[config.mk]
export PLATFORM = sky130hd
export DESIGN_NAME = xw_walker
export DESIGN_NICKNAME = d
export VERILOG_FILES = /design/src/rtl/xw_pkg.sv /design/src/rtl/xw_precheck.sv /design/src/rtl/xw_index.sv /design/src/rtl/xw_pte_eval.sv /design/src/rtl/xw_walker.sv
export SDC_FILE = /design/constraint.sdc
export NUM_CORES = 1
export LEC_CHECK = 0
export BUFFER_PORTS_ARGS = -buffer_cell sky130_fd_sc_hd__buf_2
export CAP_MARGIN = 20
export CELL_PAD_IN_SITES_DETAIL_PLACEMENT = 0
export CELL_PAD_IN_SITES_GLOBAL_PLACEMENT = 1
export CORE_ASPECT_RATIO = 0.8
export CORE_UTILIZATION = 37
export DETAILED_ROUTE_END_ITERATION = 16
export PLACE_DENSITY = 0.88
export SLEW_MARGIN = 20
export SYNTH_ARGS = -nofsm -noshare
export SYNTH_HDL_FRONTEND = slang
export SYNTH_SLANG_ARGS = --single-unit
[constraint.sdc]
create_clock -name clk -period 3.9 [get_ports clk]
set_clock_uncertainty 0.1 [all_clocks]
set_input_delay 0.585 -clock clk [delete_from_list [all_inputs] [get_ports clk]]
set_output_delay 0.585 -clock clk [all_outputs]
set_load 0.05 [all_outputs]
[src/rtl/xw_pkg.sv]
package xw_pkg;
    localparam int XW_VA_BITS   = 43;
    localparam int XW_PAGE_BITS = 13;
    localparam int XW_IDX_BITS  = 10;
    localparam int XW_LEVELS    = 3;
    localparam int XW_LVL_W     = $clog2(XW_LEVELS);
    localparam int XW_ADDR_W    = 64;

    // entry bit positions
    localparam int PTE_VLD  = 0;
    localparam int PTE_FOR  = 1;
    localparam int PTE_FOW  = 2;
    localparam int PTE_FOE  = 3;
    localparam int PTE_KRD  = 8;
    localparam int PTE_KWR  = 12;

    // rights bits
    localparam int ACC_RD = 0;
    localparam int ACC_WR = 1;
    localparam int ACC_EX = 2;

    typedef enum logic [2:0] {
        FLT_TNV = 3'd0,
        FLT_ACV = 3'd1,
        FLT_FOR = 3'd2,
        FLT_FOE = 3'd3,
        FLT_FOW = 3'd4
    } fault_e;

    typedef enum logic [1:0] {
        S_IDLE = 2'd0,
        S_REQ  = 2'd1,
        S_WAIT = 2'd2
    } wstate_e;

    typedef struct packed {
        wstate_e                 st;
        logic [XW_LVL_W-1:0]     lvl;
        logic [XW_ADDR_W-1:0]    va;
        logic [2:0]              need;
        logic                    priv;
        logic [XW_ADDR_W-1:0]    base;
        logic                    done;
        logic                    ok;
        logic [2:0]              fault;
        logic [XW_ADDR_W-1:0]    pa;
        logic [2:0]              perm;
    } walk_regs_t;
endpackage

[src/rtl/xw_precheck.sv]
module xw_precheck
    import xw_pkg::*;
#(
    parameter int VA_BITS = XW_VA_BITS
) (
    input  logic [XW_ADDR_W-1:0] va_i,
    input  logic                 priv_i,
    input  logic                 phys_i,
    output logic                 hit_o,
    output logic                 ok_o,
    output logic [2:0]           fault_o,
    output logic [XW_ADDR_W-1:0] pa_o,
    output logic [2:0]           perm_o
);
    localparam int SP_SEL_LO = VA_BITS - 2;   // window selector bits
    localparam int SP_SRC    = VA_BITS - 3;   // bit that is relocated
    localparam int SP_DST    = VA_BITS;       // its new position
    localparam int HI_W      = XW_ADDR_W - VA_BITS;

    logic canon, window;

    always_comb begin
        canon  = (va_i[XW_ADDR_W-1:VA_BITS] == {HI_W{va_i[XW_ADDR_W-1]}});
        window = va_i[XW_ADDR_W-1] && (va_i[SP_SEL_LO+1:SP_SEL_LO] == 2'b10);
        hit_o   = 1'b0;
        ok_o    = 1'b0;
        fault_o = FLT_ACV;
        pa_o    = '0;
        perm_o  = '0;
        if (phys_i) begin
            hit_o  = 1'b1;
            ok_o   = 1'b1;
            pa_o   = va_i;
            perm_o = 3'b111;
        end else if (!canon) begin
            hit_o   = 1'b1;
            fault_o = FLT_ACV;
        end else if (window) begin
            hit_o = 1'b1;
            if (priv_i) begin
                fault_o = FLT_ACV;
            end else begin
                ok_o               = 1'b1;
                pa_o[SP_SRC-1:0]   = va_i[SP_SRC-1:0];
                pa_o[SP_DST]       = va_i[SP_SRC];
                perm_o             = 3'b111;
            end
        end
        if (ok_o) fault_o = '0;
    end
endmodule

[src/rtl/xw_index.sv]
module xw_index
    import xw_pkg::*;
#(
    parameter int PAGE_BITS = XW_PAGE_BITS,
    parameter int IDX_BITS  = XW_IDX_BITS,
    parameter int LEVELS    = XW_LEVELS
) (
    input  logic [XW_ADDR_W-1:0] va_i,
    input  logic [XW_LVL_W-1:0]  lvl_i,
    output logic [XW_ADDR_W-1:0] off_o
);
    localparam int ENTRY_SHIFT = 3;

    logic [IDX_BITS-1:0] idx_lvl [LEVELS];

    for (genvar g = 0; g < LEVELS; g++) begin : g_lvl
        assign idx_lvl[g] = va_i[PAGE_BITS + IDX_BITS*(LEVELS-1-g) +: IDX_BITS];
    end

    logic [IDX_BITS-1:0] sel;
    always_comb begin
        sel = '0;
        for (int k = 0; k < LEVELS; k++) begin
            if (lvl_i == XW_LVL_W'(k)) sel = idx_lvl[k];
        end
        off_o = XW_ADDR_W'(sel) << ENTRY_SHIFT;
    end

    logic unused_va_bits;
    assign unused_va_bits = ^{va_i[XW_ADDR_W-1:PAGE_BITS+IDX_BITS*LEVELS], va_i[PAGE_BITS-1:0]};
endmodule

[src/rtl/xw_pte_eval.sv]
module xw_pte_eval
    import xw_pkg::*;
#(
    parameter int PAGE_BITS = XW_PAGE_BITS
) (
    input  logic [63:0]          pte_i,
    input  logic                 last_i,
    input  logic [2:0]           need_i,
    input  logic                 priv_i,
    output logic                 stop_o,
    output logic                 ok_o,
    output logic [2:0]           fault_o,
    output logic [2:0]           perm_o,
    output logic [XW_ADDR_W-1:0] next_base_o
);
    logic       rd_en, wr_en;
    logic [2:0] granted, kept;

    always_comb begin
        next_base_o = XW_ADDR_W'(pte_i[63:32]) << PAGE_BITS;
        rd_en   = priv_i ? pte_i[PTE_KRD+1] : pte_i[PTE_KRD];
        wr_en   = priv_i ? pte_i[PTE_KWR+1] : pte_i[PTE_KWR];
        granted = '0;
        granted[ACC_RD] = rd_en;
        granted[ACC_EX] = rd_en;
        granted[ACC_WR] = wr_en;
        kept    = granted & ~{pte_i[PTE_FOE], pte_i[PTE_FOW], pte_i[PTE_FOR]};
        stop_o  = 1'b1;
        ok_o    = 1'b0;
        fault_o = FLT_ACV;
        perm_o  = '0;
        if (!pte_i[PTE_VLD]) begin
            fault_o = FLT_TNV;
        end else if (!last_i) begin
            if (pte_i[PTE_KRD]) stop_o = 1'b0;
            else                fault_o = FLT_ACV;
        end else if ((need_i != 3'b000) && ((granted & need_i) == 3'b000)) begin
            fault_o = FLT_ACV;
        end else if ((need_i != 3'b000) && ((kept & need_i) == 3'b000)) begin
            if (need_i[ACC_EX])      fault_o = FLT_FOE;
            else if (need_i[ACC_WR]) fault_o = FLT_FOW;
            else                     fault_o = FLT_FOR;
        end else begin
            ok_o    = 1'b1;
            fault_o = '0;
            perm_o  = kept;
        end
    end

    logic unused_pte_bits;
    assign unused_pte_bits = ^{pte_i[31:14], pte_i[11:10], pte_i[7:4]};
endmodule

[src/rtl/xw_walker.sv]
module xw_walker
    import xw_pkg::*;
#(
    parameter int VA_BITS   = XW_VA_BITS,
    parameter int PAGE_BITS = XW_PAGE_BITS,
    parameter int IDX_BITS  = XW_IDX_BITS
) (
    input  logic        clk,
    input  logic        rst_n,
    input  logic        start_i,
    input  logic [63:0] vaddr_i,
    input  logic [2:0]  acc_i,
    input  logic        priv_i,
    input  logic        phys_i,
    input  logic [63:0] table_base_i,
    output logic        mem_req_valid_o,
    input  logic        mem_req_ready_i,
    output logic [63:0] mem_req_addr_o,
    input  logic        mem_rsp_valid_i,
    input  logic [63:0] mem_rsp_data_i,
    output logic        done_o,
    output logic        ok_o,
    output logic [2:0]  fault_o,
    output logic [63:0] paddr_o,
    output logic [2:0]  perm_o,
    output logic        busy_o
);
    localparam logic [XW_LVL_W-1:0]  LAST_LVL = XW_LVL_W'(XW_LEVELS - 1);
    localparam logic [XW_ADDR_W-1:0] PG_MASK  = (XW_ADDR_W'(1) << PAGE_BITS) - 1;

    walk_regs_t q, d;

    logic                 pre_hit, pre_ok;
    logic [2:0]           pre_fault, pre_perm;
    logic [XW_ADDR_W-1:0] pre_pa;

    logic [XW_ADDR_W-1:0] entry_off;

    logic                 ev_stop, ev_ok;
    logic [2:0]           ev_fault, ev_perm;
    logic [XW_ADDR_W-1:0] ev_next_base;

    xw_precheck #(.VA_BITS(VA_BITS)) u_pre (
        .va_i    (vaddr_i),
        .priv_i  (priv_i),
        .phys_i  (phys_i),
        .hit_o   (pre_hit),
        .ok_o    (pre_ok),
        .fault_o (pre_fault),
        .pa_o    (pre_pa),
        .perm_o  (pre_perm)
    );

    xw_index #(.PAGE_BITS(PAGE_BITS), .IDX_BITS(IDX_BITS), .LEVELS(XW_LEVELS)) u_idx (
        .va_i  (q.va),
        .lvl_i (q.lvl),
        .off_o (entry_off)
    );

    xw_pte_eval #(.PAGE_BITS(PAGE_BITS)) u_ev (
        .pte_i       (mem_rsp_data_i),
        .last_i      (q.lvl == LAST_LVL),
        .need_i      (q.need),
        .priv_i      (q.priv),
        .stop_o      (ev_stop),
        .ok_o        (ev_ok),
        .fault_o     (ev_fault),
        .perm_o      (ev_perm),
        .next_base_o (ev_next_base)
    );

    always_comb begin
        d      = q;
        d.done = 1'b0;
        unique case (q.st)
            S_IDLE: begin
                if (start_i) begin
                    d.va   = vaddr_i;
                    d.need = acc_i;
                    d.priv = priv_i;
                    d.lvl  = '0;
                    d.base = table_base_i;
                    if (pre_hit) begin
                        d.done  = 1'b1;
                        d.ok    = pre_ok;
                        d.fault = pre_fault;
                        d.pa    = pre_pa;
                        d.perm  = pre_perm;
                    end else begin
                        d.st = S_REQ;
                    end
                end
            end
            S_REQ: begin
                if (mem_req_ready_i) d.st = S_WAIT;
            end
            S_WAIT: begin
                if (mem_rsp_valid_i) begin
                    if (ev_stop) begin
                        d.st    = S_IDLE;
                        d.done  = 1'b1;
                        d.ok    = ev_ok;
                        d.fault = ev_fault;
                        d.perm  = ev_perm;
                        d.pa    = ev_ok ? (ev_next_base | (q.va & PG_MASK)) : '0;
                    end else begin
                        d.lvl  = q.lvl + 1'b1;
                        d.base = ev_next_base;
                        d.st   = S_REQ;
                    end
                end
            end
            default: d.st = S_IDLE;
        endcase
    end

    always_ff @(posedge clk or negedge rst_n) begin
        if (!rst_n) q <= '0;
        else        q <= d;
    end

    assign mem_req_valid_o = (q.st == S_REQ);
    assign mem_req_addr_o  = q.base + entry_off;
    assign done_o          = q.done;
    assign ok_o            = q.ok;
    assign fault_o         = q.fault;
    assign paddr_o         = q.pa;
    assign perm_o          = q.perm;
    assign busy_o          = (q.st != S_IDLE);

    assert_req_hold_R10: assert property (@(posedge clk) disable iff (!rst_n)
        mem_req_valid_o && !mem_req_ready_i |=> mem_req_valid_o && $stable(mem_req_addr_o));

    assert_start_dropped_R10: assert property (@(posedge clk) disable iff (!rst_n)
        busy_o && start_i |=> $stable(q.need) && $stable(q.va));

    assert_fault_range_R8: assert property (@(posedge clk) disable iff (!rst_n)
        done_o && !ok_o |-> fault_o <= 3'd4);

    assert_level_bound_R4: assert property (@(posedge clk) disable iff (!rst_n)
        busy_o |-> q.lvl <= LAST_LVL);

    assert_ok_has_need_R7: assert property (@(posedge clk) disable iff (!rst_n)
        (q.st == S_WAIT) && mem_rsp_valid_i && ev_ok && (q.need != 3'b000)
        |=> done_o && ok_o && ((perm_o & q.need) != 3'b000));

    assert_early_no_read_R1: assert property (@(posedge clk) disable iff (!rst_n)
        !busy_o && start_i && pre_hit |=> !mem_req_valid_o && done_o);
endmodule

Word level (Yosys, flattened, before mapping)
Cells that the tools add are included.
Widths: inputs -> output; s select.
Word-level totals
  register bits: 208
  bits in latches: 0
  RAM bits: 0
  ROM bits: 0
  output and inout bits: 138
  memories: 0
Cells by class
  $add $sub $neg: 2
  $mul: 0
  divide/modulo/power cells: 0
  magnitude comparators: 0
  equal/unequal tests: 13
  shift-type cells: 0
  multiplexer cells: 58
  bitwise operators: 5
  reductions and logical operators: 14
Operators with widths (count)
  $pmux 136 s2: 1
  $mux 208: 1
  $mux 40: 4
  $mux 72: 2
  $mux 136: 1
  $add 64x13->64: 1
  $mux 64: 1
  $mux 3: 15
  $mux 45: 1
  $or 45x13->45: 1
  $mux 10: 3
  $mux 1: 22
  $eq 20x20->1: 1
  $mux 20: 1
  $ne 2x2->1 const B: 6
  $and 3x3->3: 3
  $reduce_and 4->1: 2
  $eq 2x2->1 const B: 3
  $logic_not 3->1: 2
  $mux 2: 3
  $pmux 2 s3: 1
  $reduce_and 5->1: 1
  $eq 2x1->1 const B: 2
  $logic_not 2->1: 2
  9 further kinds: 12

Depth between registers and ports, before layout
  depth after elaboration: 13
  depth in mapped cells: 18

Modules after synthesis
Synthesis repeated with hierarchy kept, for this count alone.
Unflattened totals
  cells, all modules: 1769
  area total of the unflattened synthesis: 15347.2 um2
Modules (own cells, without submodules)
  xw_walker: instances 1, cells each 1405, area an instance 13031.2 um2, sequential area each 5205.0 um2
  xw_precheck: instances 1, cells each 197, area an instance 1008.5 um2, sequential area each 0.0 um2
  xw_pte_eval: instances 1, cells each 88, area an instance 684.4 um2, sequential area each 0.0 um2
  xw_index: instances 1, cells each 79, area an instance 623.1 um2, sequential area each 0.0 um2

Least setup slack after synthesis
No wires, ideal clock.
  path type: register to output
  start point: register q[204] (netlist name)
  end point: output mem_req_addr_o[29]
  arrival time: 3653 ps
  path slack: -438 ps
  cell stages (with the launch flop): 19
  buffers on the path: 2
  path through: dfrtp_1 inv_1 ha_1 clkbuf_1 nand2_1 nor2_1 a21oi_1 o21ai_0 ha_1 inv_1 fa_1 nor2b_1 o21a_1 o21ai_0 nand2_1 a21o_1 buf_1 nand4_1 xnor2_1
On the way
  longest elaborated chain between the ends: 5
  elaborated cells between the ends (all ways): 7
Ends and longest elaborated chain
  from (decl): RTL line xw_walker.sv:31  | walk_regs_t q, d;
  from (signal assigned): RTL line xw_walker.sv:118  | if (!rst_n) q <= '0;
  from (signal assigned): RTL line xw_walker.sv:119  | else q <= d;
  $logic_not 2->1: RTL line xw_index.sv:24  | if (lvl_i == XW_LVL_W'(k)) sel = idx_lvl[k];
  $mux 10 (2 in series): RTL line xw_index.sv:24
  $mux 10 *: RTL line xw_index.sv:24
  $add 64x13->64 *: RTL line xw_walker.sv:123  | assign mem_req_addr_o = q.base + entry_off;
  to (decl): RTL line xw_walker.sv:18  | output logic [63:0] mem_req_addr_o,
Mark *: on every way between the ends. The rest lies on a longest branch, timed or not.

Final worst setup path
  start point: register q[204] (netlist name)
  end point: output mem_req_addr_o[17]
The elaborated chain is that of the path after synthesis.

==> results by group <==
Outcome
  – Outcome: finished with violations
  – Failing checks: negative setup slack

Timing
  – Final count of pins violating max slew: 0
  – Hold Violations, Final: 0
  – Min Clock Period, post-route: 4.18 ns
  – Slew of the pin with the lowest slew margin: 1.02 ns
  – FMAX: 0.239 GHz
  – Min setup slack post-route: -0.283 ns
  – # setup viols final: 52
  – Final cycle utilization of the critical path: 107%
  – RSZ-0062 raised after global routing: true
  – Worst slew margin: 31.6%
  – Min Hold Slack: 0.121 ns

Global route
  – Vias in the first global route: 8,798
  – Congestion Overflow GR: 0
  – Initial antenna violation count: 6
  – Largest net degree at the start of global routing: 95
  – GRT Resource Usage Total: 24.2%
  – First-pass GRT wire length: 50,500 um

Critical path
  – Crit path max fanout: 7
  – WP buf/inv: 7
  – R2r endpoint: q[97]
  – Startpoint Class: flip-flop
  – CP endpoint kind: output port
  – Reg-to-reg startpoint: q[204]
  – Slowest stage cell, crit path: dfrtp_1
  – Crit path top cell by count: buf_6
  – R2R depth: 11
  – Largest stage delay on the critical path: 0.40 ns
  – Worst EP arrival: 3.50 ns
  – Slack of the worst reg-to-reg path: 1.31 ns
  – Crit-path leading delay family: buffers and inverters
  – Critical path class: reg -> out
  – Worst endpoint required time: 3.21 ns
  – CP cell instances: inv_2 -> buf_6 -> ha_4 -> buf_4 -> buf_6 -> o21ai_4 -> inv_2 -> fa_2 -> nor2b_4 -> o21a_1 -> o21ai_2 -> nand2_2 -> a21o_4 -> buf_12 -> nand4_1 -> xnor2_2 -> buf_6

Cells and area
  – Final nets: 1,596
  – FF+latch area: 4680 um2
  – Fraction of layout cells with a size suffix above 1: 42.1%
  – Design Area, Final: 14,000 um2
  – Layout area overhead: 40.7%
  – Most common cell after layout, fill and taps aside: nand2_1
  – Footprint of the multi-input gates: 5530 um2
  – # fillers: 2,436
  – Most frequent cells in the layout: 290 x nand2_1, 259 x buf_2, 187 x dfrtp_1

Routing
  – 1st-iter DRT viols: 558
  – Vias: 9,287
  – Final ANT Viol Nets: 0
  – Via/cell ratio: 5.29
  – Routed WL: 34,000 um
  – DRC: 0
  – WL per Instance: 19.4 um
  – First drt pass iteration count: 5

Floorplanning
  – Rows: 53
  – Die width: 185 um
  – Initial core utilization: 37.8%
  – IO Pins: 340
  – Die ar.: 27,600 um2
  – Core ar.: 26,400 um2
  – Die height: 149 um

Clock network
  – CTS root buf: clkbuf_16
  – Num CTS Buffers: 17
  – Worst-path clk slew: 0.07 ns
  – CTS tree: built
  – Clock Sinks: 187
  – Clk_lat worst skew: 0.42 ns
  – Max clock buf depth: 2
  – H-tree levels: 4

Hold path
  – Min-Delay Path Class: in -> async

Pwr
  – Power per cell area: 409 nW/um2
  – Cell leakage power: 7.09 nW
  – Peak VDD IR: 296 uV
  – Final Power: 5.74 mW

Synth
  – Post-synthesis cell area: 9970 um2
  – Ranking of synthesized cells by area: dfrtp_1 47%, nand2_1 11%, buf_4 5.6%
  – Post-synth top area share: 47.0%
  – Post-synth EDFFs: 0
  – Avg Inst Size Synth: 9.02 um2
  – Post-synth top flop: dfrtp_1
  – Post-synth top area cell: dfrtp_1
  – Syn_nets: 1,321
  – Fraction of registers with async set/reset: 100%
  – Sequential element share of the synthesized area: 47.0%
  – Post-synthesis cell count: 1,105
  – Distinct cell type count after synthesis: 51
  – FF+latch count, synth: 187
  – Yosys Warn Count: 0

Place
  – Cell Area, Placed: 12,200 um2
  – Port Buffers: 315
  – Gpl congestion: 0.902
  – DP HPWL: 24,000 um
  – Setup WS pre-CTS: -0.323 ns

Flow run
  – Max Cap Viol: 0
[per-stage QoR]
stage	utilization (%)	cells	setup TNS, ns
5_1_grt	53.1	1751	-17.72
2_1_floorplan	-	1105	-1.48
3_3_place_gp	46.1	1703	-4.63
4_1_cts	51.9	1740	-12.73
3_5_place_dp	46.1	1703	-6.36
6_report	53.1	1754	-8.76
[worst max-delay path by stage]
| stage | startpoint | end | slack, ns | depth (start not counted) |
|---|---|---|---|---|
| after CTS | q[204] | mem_req_addr_o[17] | -0.39 | 18 |
| after global routing | q[204] | mem_req_addr_o[45] | -0.48 | 17 |
| after detailed placement | q[204] | mem_req_addr_o[57] | -0.32 | 20 |
| final | q[204] | mem_req_addr_o[17] | -0.28 | 17 |
| after global placement | q[204] | mem_req_addr_o[23] | -0.28 | 20 |
| after floorplan | q[204] | mem_req_addr_o[28] | -0.18 | 15 |
[routing by layer]
layer / routed length [um] / track usage [%] / part of all wire (%) / up-vias
met4: 549 / 6.20 / 1.6 / 4
met3: 2260 / 5.76 / 6.7 / 43
li1: - / - / - / 4326
met2: 15400 / 36.3 / 45 / 379
met1: 15700 / 34.9 / 46 / 4535
met5: 31 / 0 / 0.091 / -
[Yosys cell counts (all sizes together) (5+ instances only)]
| master | instances |
|---|---|
| dfrtp | 187 |
| and4 | 7 |
| a21oi | 26 |
| a32oi | 40 |
| a22oi | 32 |
| xnor2 | 42 |
| a22o | 49 |
| nor2b | 6 |
| nand4 | 24 |
| inv | 21 |
| buf | 92 |
| nand2b | 6 |
| xor2 | 16 |
| o21ai | 56 |
| ha | 13 |
| and3 | 9 |
| nor2 | 31 |
| nand2 | 305 |
| nand3 | 24 |
| clkbuf | 48 |
| nor3 | 23 |
| a21o | 5 |
[power breakdown]
group	leakage, nW	total [mW]	internal (mW)	switching (mW)
combinational	4.47	1.80	0.650	1.15
sequential	2.37	2.28	2.11	0.170
clock	0.250	1.66	0.845	0.816
[state kept, by name (all words and copies together), names as in the netlist]
| name | cells |
|---|---|
| q | 115 |
| perm_o | 3 |
| fault_o | 3 |
| paddr_o | 64 |
| done_o | 1 |
| ok_o | 1 |
[cell type report]
type / count / area share (%)
Inverter: 21 / 0.562
Multi-Input combinational cell: 757 / 39.4
Clock buffer: 18 / 3.13
Tap cell: 357 / 3.18
Timing Repair Buffer: 396 / 19.5
Clock inverter: 14 / 0.803
Antenna cell: 4 / 0.0714
Sequential cell: 187 / 33.4
[timing repair]
item	in CTS	in global routing
gates cloned	2	1
endpoints found under the setup margin	55	56
resized for setup	227	51
pin swaps	46	25
setup buffers	11	13
hold buffers	0	0
[logic make-up (layout without fill, tap and decap cells)]
| group | after synthesis | after routing | synth area share (%) |
|---|---|---|---|
| AOI/OAI and AO/OA | 228 | 228 | 16.6 |
| xor gates and xnor gates | 58 | 58 | 5.10 |
| adders and majority gates | 14 | 14 | 1.83 |
| buffers and inverters | 161 | 449 | 9.19 |
| DFF | 187 | 187 | 47.0 |
| muxes | 4 | 4 | 0.414 |
| other | 0 | 4 | 0 |
| and+or+nand+nor | 453 | 453 | 19.9 |
(Power assumes the default switching activity.)
